## config.mk

```make
export PLATFORM = sky130hd
export DESIGN_NAME = omega_net
export DESIGN_NICKNAME = d
export VERILOG_FILES = /design/src/rtl/omega_pkg.sv /design/src/rtl/omega_switch.sv /design/src/rtl/omega_stage.sv /design/src/rtl/omega_net.sv
export SDC_FILE = /design/constraint.sdc
export NUM_CORES = 1
export LEC_CHECK = 0
export ABC_AREA = 1
export BUFFER_PORTS_ARGS = -buffer_cell sky130_fd_sc_hd__buf_2
export CAP_MARGIN = 20
export CORE_ASPECT_RATIO = 2
export CORE_MARGIN = 2
export CORE_UTILIZATION = 30
export DETAILED_ROUTE_END_ITERATION = 16
export PLACE_DENSITY = 0.63
export SLEW_MARGIN = 40
export SYNTH_ARGS = -nofsm -noshare
export SYNTH_HDL_FRONTEND = slang
export SYNTH_SLANG_ARGS = --single-unit
export TNS_END_PERCENT = 100
```

## constraint.sdc

```tcl
create_clock -name vclk -period 1.55
set_input_delay 0.0775 -clock vclk [all_inputs]
set_output_delay 0.0775 -clock vclk [all_outputs]
set_load 0.1 [all_outputs]
```

## src/rtl/omega_pkg.sv

```systemverilog
package omega_pkg;

    typedef enum logic {
        SW_PASS  = 1'b0,
        SW_CROSS = 1'b1
    } sw_state_e;

    // Perfect shuffle: left rotate an index of idx_w bits by one place.
    function automatic int shuffle_idx(int idx, int idx_w);
        int top_bit;
        top_bit = (idx >> (idx_w - 1)) & 1;
        return ((idx << 1) & ((1 << idx_w) - 1)) | top_bit;
    endfunction

endpackage

```

## src/rtl/omega_switch.sv

```systemverilog
module omega_switch
    import omega_pkg::*;
#(
    parameter int DST_W   = 3,
    parameter int PAY_W   = 8,
    parameter int SEL_BIT = 2
) (
    input  logic [DST_W+PAY_W:0] up_i,
    input  logic [DST_W+PAY_W:0] lo_i,
    output logic [DST_W+PAY_W:0] up_o,
    output logic [DST_W+PAY_W:0] lo_o,
    output logic                 clash_o
);
    typedef struct packed {
        logic             vld;
        logic [DST_W-1:0] dst;
        logic [PAY_W-1:0] pay;
    } pkt_t;

    pkt_t      up_pkt, lo_pkt, lo_kept, up_out, lo_out;
    sw_state_e up_want, lo_want, state;
    logic      clash;

    always_comb begin
        up_pkt  = pkt_t'(up_i);
        lo_pkt  = pkt_t'(lo_i);
        // Upper input sits at positional source bit 0, lower at 1:
        // pass-through when the destination bit matches that position bit.
        up_want = up_pkt.dst[SEL_BIT] ? SW_CROSS : SW_PASS;
        lo_want = lo_pkt.dst[SEL_BIT] ? SW_PASS  : SW_CROSS;
        clash   = 1'b0;
        if (up_pkt.vld) begin
            state = up_want;
            clash = lo_pkt.vld && (lo_want != up_want);
        end else if (lo_pkt.vld) begin
            state = lo_want;
        end else begin
            state = SW_PASS;
        end
        lo_kept = lo_pkt;
        if (clash) begin
            lo_kept.vld = 1'b0;
        end
        if (state == SW_CROSS) begin
            up_out = lo_kept;
            lo_out = up_pkt;
        end else begin
            up_out = up_pkt;
            lo_out = lo_kept;
        end
    end

    assign up_o    = up_out;
    assign lo_o    = lo_out;
    assign clash_o = clash;

endmodule

```

## src/rtl/omega_stage.sv

```systemverilog
module omega_stage
    import omega_pkg::*;
#(
    parameter int PORTS   = 8,
    parameter int DST_W   = 3,
    parameter int PAY_W   = 8,
    parameter int SEL_BIT = 2,
    parameter bit PIPE    = 1'b0
) (
    input  logic                               clk,
    input  logic                               rst_n,
    input  logic [PORTS*(1+DST_W+PAY_W)-1:0]   in_bus,
    output logic [PORTS*(1+DST_W+PAY_W)-1:0]   out_bus,
    output logic [PORTS/2-1:0]                 col_o
);
    localparam int PKT_W = 1 + DST_W + PAY_W;
    localparam int NSW   = PORTS / 2;

    typedef struct packed {
        logic [PORTS*PKT_W-1:0] bus;
        logic [NSW-1:0]         col;
    } stage_t;

    logic [PKT_W-1:0] shuf [PORTS];
    logic [PKT_W-1:0] swo  [PORTS];
    logic [NSW-1:0]   clash;
    logic [PORTS-1:0] shuf_v, swo_v;
    stage_t           st_d, st_q;

    for (genvar j = 0; j < PORTS; j++) begin : g_shuf
        localparam int DJ = shuffle_idx(j, DST_W);
        assign shuf[DJ]  = in_bus[j*PKT_W +: PKT_W];
        assign shuf_v[j] = shuf[j][PKT_W-1];
        assign swo_v[j]  = swo[j][PKT_W-1];
    end

    for (genvar i = 0; i < NSW; i++) begin : g_sw
        omega_switch #(
            .DST_W  (DST_W),
            .PAY_W  (PAY_W),
            .SEL_BIT(SEL_BIT)
        ) u_sw (
            .up_i   (shuf[2*i]),
            .lo_i   (shuf[2*i+1]),
            .up_o   (swo[2*i]),
            .lo_o   (swo[2*i+1]),
            .clash_o(clash[i])
        );
    end

    always_comb begin
        st_d     = '0;
        st_d.col = clash;
        for (int j = 0; j < PORTS; j++) begin
            st_d.bus[j*PKT_W +: PKT_W] = swo[j];
        end
    end

    if (PIPE) begin : g_reg
        always_ff @(posedge clk or negedge rst_n) begin
            if (!rst_n) begin
                st_q <= '0;
            end else begin
                st_q <= st_d;
            end
        end
    end else begin : g_comb
        assign st_q = st_d;
    end

    assign out_bus = st_q.bus;
    assign col_o   = st_q.col;

    // Packets are only lost where a flag is raised.
    assert_valid_conserve_R5: assert property (@(posedge clk) disable iff (!rst_n)
        ($countones(swo_v) + $countones(clash)) == $countones(shuf_v));

    for (genvar i = 0; i < NSW; i++) begin : g_chk_sw
        assert_flag_needs_pair_R6: assert property (@(posedge clk) disable iff (!rst_n)
            clash[i] |-> (shuf_v[2*i] && shuf_v[2*i+1]));
        assert_upper_kept_R5: assert property (@(posedge clk) disable iff (!rst_n)
            clash[i] |-> ((swo[2*i] == shuf[2*i]) || (swo[2*i+1] == shuf[2*i])));
    end

    for (genvar j = 0; j < PORTS; j++) begin : g_chk_out
        // Upper output carries routing bit 0, lower carries 1.
        assert_route_bit_R3: assert property (@(posedge clk) disable iff (!rst_n)
            swo_v[j] |-> (swo[j][PAY_W+SEL_BIT] == 1'(j % 2)));
    end

endmodule

```

## src/rtl/omega_net.sv

```systemverilog
module omega_net
    import omega_pkg::*;
#(
    parameter int PORTS    = 8,
    parameter int PAY_W    = 8,
    parameter bit PIPELINE = 1'b0
) (
    input  logic                                 clk,
    input  logic                                 rst_n,
    input  logic [PORTS-1:0]                     in_valid,
    input  logic [PORTS*$clog2(PORTS)-1:0]       in_dest,
    input  logic [PORTS*PAY_W-1:0]               in_data,
    output logic [PORTS-1:0]                     out_valid,
    output logic [PORTS*PAY_W-1:0]               out_data,
    output logic [$clog2(PORTS)*(PORTS/2)-1:0]   collision
);
    localparam int DST_W  = $clog2(PORTS);
    localparam int STAGES = DST_W;
    localparam int NSW    = PORTS / 2;
    localparam int PKT_W  = 1 + DST_W + PAY_W;

    logic [PORTS*PKT_W-1:0] inj_bus;
    logic [PORTS*PKT_W-1:0] bus [STAGES+1];
    logic [DST_W-1:0]       fin_dst [PORTS];

    always_comb begin
        inj_bus = '0;
        for (int j = 0; j < PORTS; j++) begin
            inj_bus[j*PKT_W +: PKT_W] = {in_valid[j],
                                         in_dest[j*DST_W +: DST_W],
                                         in_data[j*PAY_W +: PAY_W]};
        end
    end

    assign bus[0] = inj_bus;

    for (genvar k = 0; k < STAGES; k++) begin : g_stage
        omega_stage #(
            .PORTS  (PORTS),
            .DST_W  (DST_W),
            .PAY_W  (PAY_W),
            .SEL_BIT(DST_W - 1 - k),
            .PIPE   (PIPELINE)
        ) u_stage (
            .clk    (clk),
            .rst_n  (rst_n),
            .in_bus (bus[k]),
            .out_bus(bus[k+1]),
            .col_o  (collision[k*NSW +: NSW])
        );
    end

    always_comb begin
        out_valid = '0;
        out_data  = '0;
        for (int j = 0; j < PORTS; j++) begin
            out_valid[j]               = bus[STAGES][j*PKT_W + PKT_W - 1];
            out_data[j*PAY_W +: PAY_W] = bus[STAGES][j*PKT_W +: PAY_W];
            fin_dst[j]                 = bus[STAGES][j*PKT_W + PAY_W +: DST_W];
        end
    end

    for (genvar j = 0; j < PORTS; j++) begin : g_chk_exit
        assert_exit_index_R2: assert property (@(posedge clk) disable iff (!rst_n)
            out_valid[j] |-> (fin_dst[j] == DST_W'(j)));
    end

    if (!PIPELINE) begin : g_chk_comb
        assert_no_loss_R2: assert property (@(posedge clk) disable iff (!rst_n)
            (collision == '0) |-> ($countones(out_valid) == $countones(in_valid)));
    end

endmodule

```

==> run metrics <==
status complete, but fails checks; failing checks negative setup slack; Final Util between 80% and 90%; GRT Resource Usage Total between 20 and 30%; CP Capture Type output pin; most frequent cells in the layout 167 x nand2_1, 122 x buf_4, 105 x buf_12; WHS 0.593 ns; DRC 0; layout cell share with drive strength beyond 1 64.1%; total congestion overflow 0; worst-margin pin slew between 0.6 and 0.7 ns; fin crit share 128%; Setup TNS Final -28.70 ns; placeable core region roughly 0.013 mm²; Fill cells 730; DR vias 7269; commonest non-fill, non-tap cell in the layout nand2_1; Area Growth Syn to Fin 163%; warning count from the yosys run 0; Setup CP Type in -> out; DR vias/cell about 5.6; final count of negative-setup-slack endpoints 79; FF/Latch Area 0 µm²; Slew headroom 53.3%; Max IR drop VDD 1.19 mV; max cap viols 0; Clock Buffer Count 0; synth unique cells 27; dpl hpwl 16.2 mm; Final min period slightly below 2 ns; I/O pin count about 180; Leak 0.00510 µW; TritonRoute pass-1 iters 5; syn_nets 918; Worst EP required 1.47 ns; hold depth 3; critical path arrival 1.91 ns; Syn Inst Count 820; port buffer count 180; Routed WL per cell 20.8 µm; Mapped Avg Cell Area 4.91 µm²; sequential share of the synthesized area 0%; FFs & Latches 0; Cell Area, Synth slightly above 0.004 mm²; Power, Total 12600 µW; Final Hold Fails 0; type of origin of the critical path input port; FP Rows 59; first-pass GRT wire length 34.3 mm; remaining antenna violation count 0; # nets final 1235; Total Die Area 0.0144 mm²; die height 168 µm; Setup WS post-layout -0.439 ns; number of global-route vias before repair 6801; post-route insts no fill 1290; dpl cells roughly 1200; RSZ-0062 raised after global routing yes; Placer Congestion 0.930; fmax approximately 0.50 GHz; hold wc startpoint in_dest[20]; initial cell density of the core 30.8%; width of the die 85.9 µm; Final Slew Violations 0; Post-CTS Hold Buffers 0; Worst Hold End collision[2]; initial detailed-routing violation count 573; PD cells 1180 mW/mm²; initial antenna violation count 3; Crit Path Max Fanout 8; largest net degree at the start of global routing 33; final wirelength roughly 27 mm; HP Class in -> out
-- logic make-up after synthesis --
| family | count (synthesis) | share of synthesized area, % |
|---|---|---|
| buffers and inverters | 138 | 17.0 |
| and+or+nand+nor | 552 | 65.4 |
| xor gates and xnor gates | 2 | 0.435 |
| AOI/OAI and AO/OA | 128 | 17.1 |
-- power breakdown --
part,internal [µW],switching (µW)
registers,0,0
logic,4610,7950
clock network,0.000259,0
total,4610,7950
-- cell type report --
class | instances | area, µm² | share of cell area (%)
diodes | 3 | 7.51 | 0.0709
well taps | 152 | 190 | 1.80
multi-input cells | 685 | 5910 | 55.8
inverters | 83 | 324 | 3.06
repair buffers | 367 | 4160 | 39.2
-- routing by layer --
layer	track usage [%]	vias up	wire (µm)
li1	-	3295	-
met1	29.1	3362	8580
met2	57.3	438	14200
met3	1.91	174	1370
met4	18.6	0	2650
met5	0	-	0
-- cells in the mapped netlist, types with 2 or more instances --
library cell / number / area, µm²
nand2_4: 11 / 124
clkbuf_1: 12 / 45.0
buf_6: 10 / 113
nor2_1: 33 / 124
a211oi_1: 2 / 15.0
buf_2: 15 / 75.1
o21ai_4: 2 / 32.5
or2_4: 2 / 17.5
nand2_2: 24 / 150
nand3_4: 8 / 140
nand3_1: 146 / 731
o21ai_0: 80 / 400
buf_4: 17 / 128
o21ai_2: 2 / 17.5
inv_2: 8 / 30.0
nand3_2: 17 / 170
nand2_1: 308 / 1160
a21oi_1: 28 / 140
o211ai_1: 4 / 30.0
xor2_1: 2 / 17.5
o21ai_1: 9 / 45.0
inv_1: 75 / 282
-- metrics by stage --
stage	cell area [µm²]	setup WS (ns)
after floorplan	5340	-0.112
final	10600	-0.439
after detailed placement	8340	-0.482
after CTS	9590	-0.342
after global placement	8340	-0.427
after global routing	10600	-0.505
-- what timing repair did --
item | CTS | global route
setup buffers | 28 | 19
cloned | 7 | 6
pin swaps | 24 | 54
endpoints found under the setup margin | 78 | 79
gates resized for setup | 176 | 158
-- how the worst max path moves through the flow --
stage	start	end	slack, ns	depth (start not counted)
final	in_valid[0]	out_data[62]	-0.44	12
after CTS	in_dest[5]	out_data[36]	-0.34	14
after global routing	in_valid[0]	collision[9]	-0.51	17
after global placement	in_valid[0]	out_data[20]	-0.43	13
after floorplan	in_dest[23]	out_data[62]	-0.11	11
after detailed placement	in_valid[0]	out_data[18]	-0.48	13
-- worst max-delay path, stage by stage --
cell and delay (ns):
buf_8 0.08, inv_4 0.03, or2_4 0.29, nand3_1 0.20, nand3_4 0.21, o21ai_4 0.16
buf_12 0.15, nand3_4 0.14, buf_12 0.20, nand3_1 0.14, nand2_4 0.06, buf_12 0.16
(Power assumes the default switching activity.)
